### src/rtl/lpf_pkg.sv
`timescale 1ns/1ps
package lpf_pkg;
  localparam int PF_WAYS = 16;
  localparam int CFG_W   = 64;

  // field positions in the configuration word
  localparam int POS_PFX_MASK  = 0;
  localparam int POS_PLK_EN    = 21;
  localparam int POS_ENABLE    = 24;
  localparam int POS_MODE      = 25;
  localparam int POS_AUTO_MASK = 32;

  typedef enum logic [1:0] {
    PF_EVEN_ONLY   = 2'b00,
    PF_PAIR_TOGGLE = 2'b01,
    PF_NEXT_LINE   = 2'b10,
    PF_NEXT_LINE_B = 2'b11
  } pf_mode_e;

  typedef struct packed {
    logic               enable;
    pf_mode_e           mode;
    logic               plk_en;
    logic [PF_WAYS-1:0] auto_mask;
    logic [PF_WAYS-1:0] pfx_mask;
  } pf_cfg_t;
endpackage

### src/rtl/lpf_cfg_reg.sv
`timescale 1ns/1ps
module lpf_cfg_reg
  import lpf_pkg::*;
(
  input  logic             clk,
  input  logic             rst_n,
  input  logic             we,
  input  logic [CFG_W-1:0] wdata,
  output logic [CFG_W-1:0] rdata,
  output pf_cfg_t          cfg
);
  localparam logic [CFG_W-1:0] WR_MASK =
      ({{(CFG_W-PF_WAYS){1'b0}}, {PF_WAYS{1'b1}}} << POS_AUTO_MASK)
    | ({{(CFG_W-PF_WAYS){1'b0}}, {PF_WAYS{1'b1}}} << POS_PFX_MASK)
    | ({{(CFG_W-3){1'b0}}, 3'b111} << POS_ENABLE)
    | ({{(CFG_W-1){1'b0}}, 1'b1} << POS_PLK_EN);

  pf_cfg_t cfg_q;
  logic    unused_rsvd;

  assign unused_rsvd = ^(wdata & ~WR_MASK);

  always_ff @(posedge clk) begin
    if (!rst_n) begin
      cfg_q <= '0;
    end else if (we) begin
      cfg_q.enable    <= wdata[POS_ENABLE];
      cfg_q.mode      <= pf_mode_e'(wdata[POS_MODE +: 2]);
      cfg_q.plk_en    <= wdata[POS_PLK_EN];
      cfg_q.auto_mask <= wdata[POS_AUTO_MASK +: PF_WAYS];
      cfg_q.pfx_mask  <= wdata[POS_PFX_MASK +: PF_WAYS];
    end
  end

  always_comb begin
    rdata = '0;
    rdata[POS_ENABLE]              = cfg_q.enable;
    rdata[POS_MODE +: 2]           = cfg_q.mode;
    rdata[POS_PLK_EN]              = cfg_q.plk_en;
    rdata[POS_AUTO_MASK +: PF_WAYS] = cfg_q.auto_mask;
    rdata[POS_PFX_MASK +: PF_WAYS]  = cfg_q.pfx_mask;
  end

  assign cfg = cfg_q;


  cfg_write_chk: assert property (@(posedge clk) disable iff (!rst_n)
    we |=> rdata == ($past(wdata) & WR_MASK));


  cfg_quiet_chk: assert property (@(posedge clk) disable iff (!rst_n)
    !we |=> $stable(rdata));
endmodule

### src/rtl/lpf_addr_calc.sv
`timescale 1ns/1ps
module lpf_addr_calc
  import lpf_pkg::*;
#(
  parameter int ADDR_W    = 32,
  parameter int LINE_BITS = 5,
  parameter int PAGE_BITS = 12
) (
  input  logic              clk,
  input  logic              rst_n,
  input  logic              enable,
  input  pf_mode_e          mode,
  input  logic              fill_valid,
  input  logic [ADDR_W-1:0] fill_addr,
  output logic              hit,
  output logic [ADDR_W-1:0] target,
  output logic              page_stop
);
  localparam int LINE_W = ADDR_W - LINE_BITS;
  localparam logic [ADDR_W-1:0] PAIR_BIT = {{(ADDR_W-1){1'b0}}, 1'b1} << LINE_BITS;

  function automatic logic is_odd_line(input logic [ADDR_W-1:0] a);
    return a[LINE_BITS];
  endfunction

  function automatic logic [ADDR_W-1:0] pair_line(input logic [ADDR_W-1:0] a);
    logic [ADDR_W-1:0] r;
    r = a ^ PAIR_BIT;
    r[LINE_BITS-1:0] = '0;
    return r;
  endfunction

  function automatic logic [ADDR_W-1:0] following_line(input logic [ADDR_W-1:0] a);
    logic [LINE_W-1:0] idx;
    idx = a[ADDR_W-1:LINE_BITS] + 1'b1;
    return {idx, {LINE_BITS{1'b0}}};
  endfunction

  function automatic logic last_in_page(input logic [ADDR_W-1:0] a);
    return &a[PAGE_BITS-1:LINE_BITS];
  endfunction

  logic allow;

  always_comb begin
    page_stop = last_in_page(fill_addr);
    unique case (mode)
      PF_EVEN_ONLY: begin
        allow  = !is_odd_line(fill_addr);
        target = pair_line(fill_addr);
      end
      PF_PAIR_TOGGLE: begin
        allow  = 1'b1;
        target = pair_line(fill_addr);
      end
      default: begin
        allow  = !page_stop;
        target = following_line(fill_addr);
      end
    endcase
    hit = enable && fill_valid && allow;
  end


  page_stop_chk: assert property (@(posedge clk) disable iff (!rst_n)
    (mode[1] && page_stop) |-> !hit);


  odd_skip_chk: assert property (@(posedge clk) disable iff (!rst_n)
    (mode == PF_EVEN_ONLY && fill_addr[LINE_BITS]) |-> !hit);


  toggle_bit_chk: assert property (@(posedge clk) disable iff (!rst_n)
    (hit && mode == PF_PAIR_TOGGLE) |-> target[LINE_BITS] != fill_addr[LINE_BITS]);
endmodule

### src/rtl/lpf_out_stage.sv
`timescale 1ns/1ps
module lpf_out_stage #(
  parameter int ADDR_W = 32,
  parameter int WAYS   = 16,
  parameter int DROP_W = 8
) (
  input  logic              clk,
  input  logic              rst_n,
  input  logic              req_valid,
  input  logic [ADDR_W-1:0] req_addr,
  input  logic [WAYS-1:0]   req_mask,
  input  logic              ready,
  output logic              valid,
  output logic [ADDR_W-1:0] addr,
  output logic [WAYS-1:0]   mask,
  output logic [DROP_W-1:0] drop_count,
  output logic              held,
  output logic              drop_evt
);
  assign held     = valid && !ready;
  assign drop_evt = held && req_valid;

  always_ff @(posedge clk) begin
    if (!rst_n) begin
      valid      <= 1'b0;
      addr       <= '0;
      mask       <= '0;
      drop_count <= '0;
    end else begin
      if (!held) begin
        valid <= req_valid;
        if (req_valid) begin
          addr <= req_addr;
          mask <= req_mask;
        end
      end
      if (drop_evt) drop_count <= drop_count + 1'b1;
    end
  end


  hold_stable_chk: assert property (@(posedge clk) disable iff (!rst_n)
    held |=> valid && $stable(addr) && $stable(mask));


  release_chk: assert property (@(posedge clk) disable iff (!rst_n)
    (valid && ready && !req_valid) |=> !valid);


  drop_count_chk: assert property (@(posedge clk) disable iff (!rst_n)
    drop_evt |=> drop_count == DROP_W'($past(drop_count) + 1'b1));


  no_drop_chk: assert property (@(posedge clk) disable iff (!rst_n)
    !drop_evt |=> $stable(drop_count));
endmodule

### src/rtl/line_prefetch_gen.sv
`timescale 1ns/1ps
module line_prefetch_gen
  import lpf_pkg::*;
#(
  parameter int ADDR_W    = 32,
  parameter int LINE_BITS = 5,
  parameter int PAGE_BITS = 12,
  parameter int DROP_W    = 8
) (
  input  logic              clk,
  input  logic              rst_n,
  input  logic              cfg_we,
  input  logic [63:0]       cfg_wdata,
  output logic [63:0]       cfg_rdata,
  input  logic              fill_valid,
  input  logic [ADDR_W-1:0] fill_addr,
  input  logic              fill_prefixed,
  input  logic              pf_ready,
  output logic              pf_valid,
  output logic [ADDR_W-1:0] pf_addr,
  output logic [15:0]       pf_way_mask,
  output logic [DROP_W-1:0] pf_drop_count
);
  pf_cfg_t             cfg;
  logic                hit;
  logic [ADDR_W-1:0]   target;
  logic                page_stop;
  logic [PF_WAYS-1:0]  sel_mask;
  logic                held;
  logic                drop_evt;

  lpf_cfg_reg u_cfg (
    .clk   (clk),
    .rst_n (rst_n),
    .we    (cfg_we),
    .wdata (cfg_wdata),
    .rdata (cfg_rdata),
    .cfg   (cfg)
  );

  lpf_addr_calc #(
    .ADDR_W    (ADDR_W),
    .LINE_BITS (LINE_BITS),
    .PAGE_BITS (PAGE_BITS)
  ) u_calc (
    .clk        (clk),
    .rst_n      (rst_n),
    .enable     (cfg.enable),
    .mode       (cfg.mode),
    .fill_valid (fill_valid),
    .fill_addr  (fill_addr),
    .hit        (hit),
    .target     (target),
    .page_stop  (page_stop)
  );

  always_comb begin
    sel_mask = (fill_prefixed && cfg.plk_en) ? cfg.pfx_mask : cfg.auto_mask;
  end

  lpf_out_stage #(
    .ADDR_W (ADDR_W),
    .WAYS   (PF_WAYS),
    .DROP_W (DROP_W)
  ) u_out (
    .clk        (clk),
    .rst_n      (rst_n),
    .req_valid  (hit),
    .req_addr   (target),
    .req_mask   (sel_mask),
    .ready      (pf_ready),
    .valid      (pf_valid),
    .addr       (pf_addr),
    .mask       (pf_way_mask),
    .drop_count (pf_drop_count),
    .held       (held),
    .drop_evt   (drop_evt)
  );


  off_quiet_chk: assert property (@(posedge clk) disable iff (!rst_n)
    (!cfg.enable && !held) |=> !pf_valid);


  line_align_chk: assert property (@(posedge clk) disable iff (!rst_n)
    pf_valid |-> pf_addr[LINE_BITS-1:0] == '0);


  issue_latency_chk: assert property (@(posedge clk) disable iff (!rst_n)
    (hit && !held) |=> pf_valid && pf_addr == $past(target));


  pfx_mask_chk: assert property (@(posedge clk) disable iff (!rst_n)
    (hit && !held && fill_prefixed && cfg.plk_en) |=> pf_way_mask == $past(cfg.pfx_mask));


  auto_mask_chk: assert property (@(posedge clk) disable iff (!rst_n)
    (hit && !held && !(fill_prefixed && cfg.plk_en)) |=> pf_way_mask == $past(cfg.auto_mask));


  page_quiet_chk: assert property (@(posedge clk) disable iff (!rst_n)
    (cfg.mode[1] && page_stop && !held) |=> !pf_valid);
endmodule

### config.mk
export PLATFORM = sky130hd
export DESIGN_NAME = line_prefetch_gen
export DESIGN_NICKNAME = d
export VERILOG_FILES = /design/src/rtl/lpf_pkg.sv /design/src/rtl/lpf_cfg_reg.sv /design/src/rtl/lpf_addr_calc.sv /design/src/rtl/lpf_out_stage.sv /design/src/rtl/line_prefetch_gen.sv
export SDC_FILE = /design/constraint.sdc
export NUM_CORES = 1
export LEC_CHECK = 0
export BUFFER_PORTS_ARGS = -buffer_cell sky130_fd_sc_hd__buf_4
export CAP_MARGIN = 20
export CORE_MARGIN = 1
export CORE_UTILIZATION = 51
export DETAILED_ROUTE_END_ITERATION = 8
export GPL_ROUTABILITY_DRIVEN = 0
export GPL_TIMING_DRIVEN = 1
export PLACE_DENSITY = 0.89
export SETUP_SLACK_MARGIN = 0.3
export SYNTH_ARGS = -nofsm -noshare
export SYNTH_HDL_FRONTEND = slang
export SYNTH_HIERARCHICAL = 1
export SYNTH_SLANG_ARGS = --single-unit
### constraint.sdc
create_clock -name clk -period 4.7 [get_ports clk]
set_input_delay 0.94 -clock clk [delete_from_list [all_inputs] [get_ports clk]]
set_output_delay 0.94 -clock clk [all_outputs]
set_load 0.005 [all_outputs]
==> impl_metrics.env, run 1 <==
export IMPL_fin_tns_setup_ns=0
export IMPL_dr_pass1_iters=5
export IMPL_fmax_mhz=362
export IMPL_clock_sinks=93
export IMPL_insertion_delay_ns=0.35
export IMPL_via_per_inst=5.31
export IMPL_avgSynthCellArea_sq_um=8.93
export IMPL_vias=4177
export IMPL_design_area_sq_um=5940
export IMPL_fin_skew_ns=0.0119
export IMPL_postCtsResizedCells=0
export IMPL_drt_iter0_drc=191
export IMPL_yosys_warnings=6
export IMPL_relSlewSlack_pct=32.5
export IMPL_drive_gt1_share_pct=32.7
export IMPL_placeableCoreArea_sq_um=9330
export IMPL_placed_cells=771
export IMPL_synth_area_sq_um=4970
export IMPL_cts_hold_buf=0
export IMPL_wl_per_cell_um=15.0
export IMPL_die_w_um=101
export IMPL_power_leakage_nw=2.59
export IMPL_die_h_um=101
export IMPL_final_hold_viol_count=0
export IMPL_nets=757
export IMPL_gr_total_overflow=0
export IMPL_drc=0
export IMPL_place_hpwl_um=8340
export IMPL_grt_usage_pct=22.8
export IMPL_antenna_found_initial=0
export IMPL_slowest_stage="or4_1"
export IMPL_setup_viol=0
export IMPL_rsz0062_at_grt="false"
export IMPL_grt_max_degree=58
export IMPL_path_class="input pin to register"
export IMPL_crit_top_cell="buf_4"
export IMPL_hp_class="register to register"
export IMPL_p_total_w=0.00164
export IMPL_endpoint_kind="register"
export IMPL_routed_wl_um=11800
export IMPL_grt_pass1_wl_um=18500
export IMPL_cts_root_buf="clkbuf_8"
export IMPL_diodes=0
export IMPL_instances_no_fill=787
export IMPL_dp_slack_ns=1.62
export IMPL_cts_max_path_buffers=2
export IMPL_initial_core_util_pct=53.3
export IMPL_powerDensity_nw_per_um2=277
export IMPL_min_period_ns=2.76
export IMPL_max_slew_worst_pin_slew_ns=1.01
export IMPL_worstPathMaxFanout=31
export IMPL_placementRows=35
export IMPL_crit_chain="buf_4 -> ha_1 -> nand2_1 -> nor2_1 -> and2_1 -> a21oi_4 -> buf_4 -> nand3b_4 -> or4_1 -> a21oi_1"
export IMPL_grt_pass1_vias=3925
export IMPL_cp_data_arrival_time_ns=3.02
export IMPL_finalCritPeriodShare_pct=58.8
export IMPL_cp_start_kind="input pin"
export IMPL_numCtsBuffers=9
export IMPL_cap_violations=0
export IMPL_synth_cells=556
export IMPL_die_area_sq_um=10100
export IMPL_place_area_sq_um=5720
export IMPL_cts_tree="yes"
export IMPL_clk_pin_slew_ns=0.09
export IMPL_slew_violations=0
export IMPL_worstPathRequired_ns=4.96
export IMPL_ir_drop_mv=0.170
export IMPL_status="finished clean"
export IMPL_post_cts_buffers=0
export IMPL_htree_levels=3
export IMPL_portBuffers=161
export IMPL_critPathMaxStageDelay_ns=0.53
export IMPL_ant_nets=0
export IMPL_setup_slack_ns=1.94
export IMPL_syn_to_final_growth_pct=19.7
export IMPL_pin_count=223
## layout by cell type (no fill, tap or decap), types with 10 or more instances in the layout
cell,count
buf_4,164
dfxtp_1,93
nand3_1,55
a21oi_1,55
o21ai_0,46
mux2i_1,36
nor2b_1,36
conb_1,33
xnor2_1,18
nand2_1,13
mux2_4,10
nand4_1,10
## where the power goes
group          internal, W  switching (W)
Combinational     0.000117      0.0000995
Sequential        0.000814      0.0000218
Clock             0.000303       0.000289
## path summary, 6_finish.rpt
kind                        from             endpoint  slack (ns)  cells past startpoint
setup reg to reg   u_cfg/cfg[34]  u_out/drop_count[7]        2.27                      6
hold reg to reg   u_out/mask[14]       u_out/mask[14]        0.48                      2
setup / recovery    fill_addr[5]  u_out/drop_count[7]        1.94                     10
hold / removal    u_out/mask[14]       u_out/mask[14]        0.48                      2
## through the flow
stage	hold slack, ns	util [%]
detailed placement	0.467	61.4
global route	0.498	63.7
finish	0.478	63.7
floorplan	0.468	-
global placement	0.462	61.4
CTS	0.479	63.7
## worst max-delay path, delay by kind of cell
kind                     cells  cell delay [ns]
AO/OA/AOI/OAI                2             0.35
adder cells (fa/ha/maj)      1             0.24
buffers and inverters        2             0.47
AND/OR/NAND/NOR              5             1.00
## flip-flops by register name (all words and copies together), names as in the netlist
name,flops
u_out/addr,32
u_out/drop_count,8
u_out/valid,1
u_cfg/cfg,36
u_out/mask,16
## per-layer routing
layer  wire length [um]  share of wire, %  global-route usage (%)  vias up
li1                   -                 -                       -     2006
met1               4850                41                    27.4     1948
met2               5960                50                    39.5      189
met3                719               6.1                    4.65       34
met4                297               2.5                    9.70        0
met5                  0                 0                       0        -
## layout make-up
cell class                      count  area [sq um]
Clock buffer                        9           124
Multi-Input combinational cell    375          2430
Timing Repair Buffer              164          1230
Clock inverter                      7          97.6
Fill cell                         795          3380
Sequential cell                    93          1860
Tap cell                          129           161
Inverter                           10          37.5
No activity file was read; power rests on OpenSTA's default activity.
==> inputs of run 2 (changes only) <==
--- a/config.mk
+++ b/config.mk
@@ -8,11 +8,11 @@
 export BUFFER_PORTS_ARGS = -buffer_cell sky130_fd_sc_hd__buf_4
 export CAP_MARGIN = 20
 export CORE_MARGIN = 1
-export CORE_UTILIZATION = 51
+export CORE_UTILIZATION = 43
 export DETAILED_ROUTE_END_ITERATION = 8
 export GPL_ROUTABILITY_DRIVEN = 0
 export GPL_TIMING_DRIVEN = 1
-export PLACE_DENSITY = 0.89
+export PLACE_DENSITY = 0.8
 export SETUP_SLACK_MARGIN = 0.3
 export SYNTH_ARGS = -nofsm -noshare
 export SYNTH_HDL_FRONTEND = slang
==> constraint.sdc (replaced) <==
create_clock -name clk -period 2.4 [get_ports clk]
set_input_delay 0.48 -clock clk [delete_from_list [all_inputs] [get_ports clk]]
set_output_delay 0.48 -clock clk [all_outputs]
set_load 0.005 [all_outputs]
==> run 2 against run 1 <==
Clock power up 130%. Via count down 1.8%. Global-route usage down 2.5 points. First-iteration DRC count up 40%. Sequential share of layout area down 0.90 points. Sequential power up 96%. Total power up 110%. Setup slack worse by 1.5 ns. Critical path depth down 4. Cell area up 2.9%. Final cell count up 2.2%. Largest cell class unchanged. Largest power group unchanged.
==> impl_metrics.env, run 2 (synthesis gave the netlist of run 1 again) <==
export IMPL_status="finished clean"
export IMPL_placementRows=38
export IMPL_final_hold_viol_count=0
export IMPL_dp_slack_ns=-0.0892
export IMPL_drt_iter0_drc=268
export IMPL_slowest_stage="dfxtp_1"
export IMPL_clock_sinks=93
export IMPL_grt_pass1_wl_um=18800
export IMPL_max_slew_worst_pin_slew_ns=0.719
export IMPL_cp_start_kind="register"
export IMPL_largest_register_ff_count=36
export IMPL_insertion_delay_ns=0.35
export IMPL_setup_viol=0
export IMPL_rrSetupSlack_ns=0.45
export IMPL_top_layer="met4"
export IMPL_endpoint_kind="register"
export IMPL_vias=4103
export IMPL_fin_skew_ns=0.00357
export IMPL_grt_pass1_vias=3841
export IMPL_slew_violations=0
export IMPL_antenna_found_initial=0
export IMPL_drive_gt1_share_pct=33.4
export IMPL_critPathMaxStageDelay_ns=0.47
export IMPL_route_met3_wl_um=719
export IMPL_setup_slack_ns=0.446
export IMPL_placeableCoreArea_sq_um=11000
export IMPL_path_class="register to register"
export IMPL_place_hpwl_um=8610
export IMPL_ant_nets=0
export IMPL_cp_data_arrival_time_ns=2.23
export IMPL_cts_max_path_buffers=2
export IMPL_clk_pin_slew_ns=0.07
export IMPL_dr_pass1_iters=7
export IMPL_post_cts_buffers=0
export IMPL_numCtsBuffers=9
export IMPL_layout_commonest_cell="buf_4"
export IMPL_powerDensity_nw_per_um2=564
export IMPL_die_h_um=109
export IMPL_hp_class="input pin to register"
export IMPL_rsz0062_at_grt="false"
export IMPL_worstPathMaxFanout=6
export IMPL_holdWs_ns=0.388
export IMPL_fmax_mhz=512
export IMPL_finalCritPeriodShare_pct=81.4
export IMPL_min_period_ns=1.95
export IMPL_worstPathRequired_ns=2.68
export IMPL_die_w_um=109
export IMPL_p_sw_share_pct=24.8
export IMPL_rr_endpoint="u_out/addr[16]"
export IMPL_power_leakage_nw=2.67
export IMPL_wl_per_cell_um=14.9
export IMPL_diodes=0
export IMPL_die_area_sq_um=12000
export IMPL_routed_wl_um=12000
export IMPL_r2r_cells=6
export IMPL_cap_violations=0
export IMPL_pin_count=223
export IMPL_grt_usage_pct=20.3
export IMPL_setup_worst_path_start="u_cfg/cfg[34]"
export IMPL_layout_common_cells="167 x buf_4, 93 x dfxtp_1, 55 x nand3_1, 55 x a21oi_1, 46 x o21ai_0"
export IMPL_initial_core_util_pct=45.0
export IMPL_path_buf_inv=0
export IMPL_cp_endpoint="u_out/addr[16]"
export IMPL_cts_tree="yes"
export IMPL_comb_power_share_pct=12.6
export IMPL_critPathTopFamily="simple AND/OR/NAND/NOR gates"
export IMPL_path_depth=6
export IMPL_fin_tns_setup_ns=0
export IMPL_crit_chain="nand4_2 -> or3_4 -> or3_1 -> xnor2_1 -> nand3_1 -> a21oi_1"
export IMPL_nets=763
export IMPL_timing_rr_start="u_cfg/cfg[34]"
export IMPL_cts_root_buf="clkbuf_16"
export IMPL_clkPwrFrac_pct=40.0
export IMPL_route_met2_wl_um=5760
export IMPL_drc=0
export IMPL_netSwitchingPower_w=0.000857
export IMPL_grt_max_degree=50
export IMPL_internal_power_w=0.00260
export IMPL_via_per_inst=5.10
export IMPL_p_seq_share_pct=47.4
export IMPL_fin_util_pct=55.5
export IMPL_syn_to_final_growth_pct=23.2
export IMPL_portBuffers=161
export IMPL_wl_met1_um=5200
export IMPL_gr_total_overflow=0
export IMPL_relSlewSlack_pct=52.0
export IMPL_ir_drop_mv=0.341
export IMPL_htree_levels=3
## run 2: changes by cell type in the layout (fill, tap and decap cells not counted), moves of 2 or more
cell       before  now
bufinv_16       2    0
clkbuf_8        9    2
buf_12          0    3
clkbuf_16       0    9
buf_4         164  167
## run 2: cell type report
class / count / area [sq um]
sequential: 93 / 1860
clock buffer: 12 / 256
clock inverter: 4 / 31.3
timing repair buffer: 170 / 1310
fill: 994 / 4910
multi-input combinational: 375 / 2440
tap: 140 / 175
inverter: 10 / 37.5
## run 2: tightest hold or removal path: cells and delay by family
kind	cells	cell delay (ns)
buffers and inverters	1	0.08
AND/OR/NAND/NOR	1	0.09
multiplexers	1	0.05
## run 2: what timing repair did
action / 4_1_cts / 5_1_grt
gates resized for setup: 1 / 2
pin swaps: 0 / 1
hold buffers: 0 / 0
cloned: 0 / 0
endpoints found under the setup margin: 39 / 10
## run 2: layer usage
metal	GRT usage [%]	vias up
met3	4.09	27
met2	33.0	168
met1	25.0	1895
met5	0	-
met4	11.2	0
li1	-	2013
## run 2: how the worst min path moves through the flow
stage | from | to | slack, ns | cells past startpoint
after detailed placement | u_out/addr[3] | u_out/addr[3] | 0.47 | 2
after global routing | cfg_wdata[12] | u_cfg/cfg[12] | 0.39 | 3
after floorplan | u_out/drop_count[7] | u_out/drop_count[7] | 0.47 | 2
final | cfg_wdata[42] | u_cfg/cfg[26] | 0.39 | 3
after CTS | cfg_wdata[46] | u_cfg/cfg[30] | 0.37 | 3
after global placement | u_out/drop_count[7] | u_out/drop_count[7] | 0.46 | 2
## run 2: through the flow
stage | total power (W) | std cells | cell area, sq um
detailed placement | 0.00210 | 788 | 5820
global placement | 0.00209 | 788 | 5820
CTS | 0.00348 | 804 | 6110
global route | 0.00360 | 804 | 6120
floorplan | 0.00197 | 587 | 5080
finish | 0.00345 | 804 | 6120
## run 2: power by group through the flow
stage / Combinational (W) / Sequential, W / Clock (W)
4_1_cts: 0.000436 / 0.00164 / 0.00141
3_3_place_gp: 0.000424 / 0.00167 / 0
5_1_grt: 0.000477 / 0.00164 / 0.00149
2_1_floorplan: 0.000310 / 0.00166 / 0
6_report: 0.000436 / 0.00164 / 0.00138
3_5_place_dp: 0.000435 / 0.00167 / 0
==> inputs of run 3 (changes only) <==
--- a/config.mk
+++ b/config.mk
@@ -5,10 +5,11 @@
 export SDC_FILE = /design/constraint.sdc
 export NUM_CORES = 1
 export LEC_CHECK = 0
+export ABC_AREA = 1
 export BUFFER_PORTS_ARGS = -buffer_cell sky130_fd_sc_hd__buf_4
 export CAP_MARGIN = 20
 export CORE_MARGIN = 1
-export CORE_UTILIZATION = 43
+export CORE_UTILIZATION = 44
 export DETAILED_ROUTE_END_ITERATION = 8
 export GPL_ROUTABILITY_DRIVEN = 0
 export GPL_TIMING_DRIVEN = 1
==> constraint.sdc (replaced) <==
create_clock -name clk -period 1.75 [get_ports clk]
set_input_delay 0.35 -clock clk [delete_from_list [all_inputs] [get_ports clk]]
set_output_delay 0.35 -clock clk [all_outputs]
set_load 0.005 [all_outputs]
==> run 3 against run 2 <==
Sequential share of layout area down 4.2 points. Cell area grew 16%. Total power grew 58%. Die area rose by 7.9%. Combinational power increased by 120%. Synthesized cell count up 37%. Wire length grew 12%. Worst hold slack got worse by 0.096 ns. Via count is 19% higher. Highest routed layer unchanged.
==> impl_metrics.env, run 3 <==
export IMPL_status="finished clean"
export IMPL_pin_count=223
export IMPL_worstPathMaxFanout=6
export IMPL_grt_max_degree=36
export IMPL_instances_no_fill=1075
export IMPL_via_per_inst=4.54
export IMPL_multi_input_area_sq_um=2790
export IMPL_hold_path_end="u_cfg/cfg[34]"
export IMPL_p_seq_share_pct=42.5
export IMPL_cp_start_kind="register"
export IMPL_wl_per_cell_um=12.5
export IMPL_dp_slack_ns=-0.171
export IMPL_drt_iter0_drc=268
export IMPL_ant_nets=0
export IMPL_netSwitchingPower_w=0.00144
export IMPL_wl_met1_um=5630
export IMPL_layout_common_cells="184 x buf_4, 157 x nor2_1, 93 x nand2_1"
export IMPL_diodes=0
export IMPL_comb_power_share_pct=17.8
export IMPL_htree_levels=3
export IMPL_final_seq_area_sq_um=1870
export IMPL_internal_power_w=0.00401
export IMPL_rr_endpoint="u_out/addr[16]"
export IMPL_grt_usage_pct=19.9
export IMPL_ir_drop_mv=0.566
export IMPL_rrSetupSlack_ns=0.25
export IMPL_synth_cells=761
export IMPL_clk_pin_slew_ns=0.07
export IMPL_cts_tree="yes"
export IMPL_placeableCoreArea_sq_um=12100
export IMPL_setup_slack_ns=0.252
export IMPL_cts_max_path_buffers=2
export IMPL_die_area_sq_um=12900
export IMPL_fin_skew_ns=0.00556
export IMPL_cp_data_arrival_time_ns=1.73
export IMPL_worstPathRequired_ns=1.98
export IMPL_layout_commonest_cell="buf_4"
export IMPL_place_hpwl_um=9620
export IMPL_clock_sinks=93
export IMPL_yosys_warnings=6
export IMPL_hp_class="input pin to register"
export IMPL_dr_pass1_iters=4
export IMPL_path_class="register to register"
export IMPL_min_period_ns=1.50
export IMPL_power_leakage_nw=3.48
export IMPL_fmax_mhz=667
export IMPL_initial_core_util_pct=45.4
export IMPL_die_w_um=114
export IMPL_placementRows=40
export IMPL_slew_violations=0
export IMPL_antenna_found_initial=0
export IMPL_drive_gt1_share_pct=39.7
export IMPL_setup_worst_path_start="u_cfg/cfg[34]"
export IMPL_drc=0
export IMPL_cap_violations=0
export IMPL_worstHoldStart="cfg_wdata[26]"
export IMPL_finalCritPeriodShare_pct=85.6
export IMPL_rsz0062_at_grt="true"
export IMPL_placed_cells=1047
export IMPL_r2r_cells=8
export IMPL_setup_viol=0
export IMPL_top_layer="met4"
export IMPL_syn_to_final_growth_pct=29.5
export IMPL_synth_area_sq_um=5490
export IMPL_gr_total_overflow=0
export IMPL_final_hold_viol_count=0
export IMPL_route_met3_wl_um=858
export IMPL_numCtsBuffers=9
export IMPL_route_met2_wl_um=6750
export IMPL_powerDensity_nw_per_um2=767
export IMPL_grt_pass1_vias=4366
export IMPL_holdPathStages=5
export IMPL_avgSynthCellArea_sq_um=7.22
export IMPL_insertion_delay_ns=0.34
export IMPL_grt_pass1_wl_um=20400
export IMPL_endpoint_kind="register"
export IMPL_timing_rr_start="u_cfg/cfg[34]"
export IMPL_largest_register_ff_count=36
export IMPL_die_h_um=114
export IMPL_vias=4885
export IMPL_nets=1006
export IMPL_clkPwrFrac_pct=39.7
export IMPL_routed_wl_um=13400
export IMPL_fillCellCount=1135
export IMPL_cts_root_buf="clkbuf_16"
export IMPL_p_sw_share_pct=26.4
export IMPL_portBuffers=161
[run 3: cell types whose count changed in the layout (fill, tap and decap cells not counted), sizes merged, moves of 6 or more]
| cell | delta |
|---|---|
| mux2 | -16 |
| mux2i | -36 |
| nand4 | -9 |
| nand2 | +149 |
| a21oi | -51 |
| xnor2 | -13 |
| inv | +56 |
| xor2 | +8 |
| nor2b | -36 |
| buf | +30 |
| or3 | -6 |
| nor2 | +199 |
| nand3 | -18 |
[run 3: worst max path at each step]
stage | endpoint | slack, ns
3_5_place_dp | u_out/drop_count[7] | -0.17
3_3_place_gp | u_out/addr[16] | -0.12
5_1_grt | u_out/drop_count[5] | 0.15
6_report | u_out/addr[16] | 0.25
4_1_cts | u_out/addr[28] | 0.27
2_1_floorplan | u_out/drop_count[5] | 0.19
[run 3: repair_timing]
item	CTS	global route
hold buffers	0	0
setup endpoints to repair	57	55
cloned	1	2
buffers inserted	4	5
resized for setup	16	39
pin swaps	6	21
[run 3: routing by layer]
| metal | GRT usage [%] | vias up |
|---|---|---|
| met5 | 0 | - |
| met4 | 5.61 | 0 |
| met3 | 4.89 | 19 |
| met2 | 35.0 | 170 |
| met1 | 24.1 | 2195 |
| li1 | - | 2501 |
[run 3: cell type report]
type	instances	share of cell area [%]
multi-input cells	531	39.2
clock inverters	6	1.32
repair buffers	202	23.4
flip-flops and latches	93	26.2
inverters	65	3.53
clock buffers	10	3.36
well taps	168	2.95
[run 3: critical path, cell delays in order (launching register included)]
cell and delay, ns:
dfxtp_4 0.39, buf_6 0.13, nand2_8 0.06, nor2_4 0.15
nand3_4 0.11, buf_4 0.16, xnor2_1 0.12, o21ai_0 0.21
nor2_1 0.07
[run 3: power by group through the flow]
| stage | Clock (W) | Combinational (W) | Sequential [W] |
|---|---|---|---|
| floorplan | 0 | 0.000663 | 0.00234 |
| global placement | 0 | 0.000905 | 0.00236 |
| detailed placement | 0 | 0.000923 | 0.00237 |
| CTS | 0.00222 | 0.000940 | 0.00232 |
| global route | 0.00231 | 0.00107 | 0.00233 |
| finish | 0.00217 | 0.000971 | 0.00232 |
[run 3: through the flow]
stage	setup TNS, ns	power [W]	instance area, sq um	hold slack (ns)	utilization (%)
floorplan	0	0.00301	5670	0.460	-
global placement	-3.88	0.00327	6500	0.453	53.7
detailed placement	-6.54	0.00329	6500	0.460	53.7
CTS	0	0.00548	6930	0.287	57.2
global route	0	0.00571	7120	0.296	58.8
finish	0	0.00546	7120	0.293	58.8
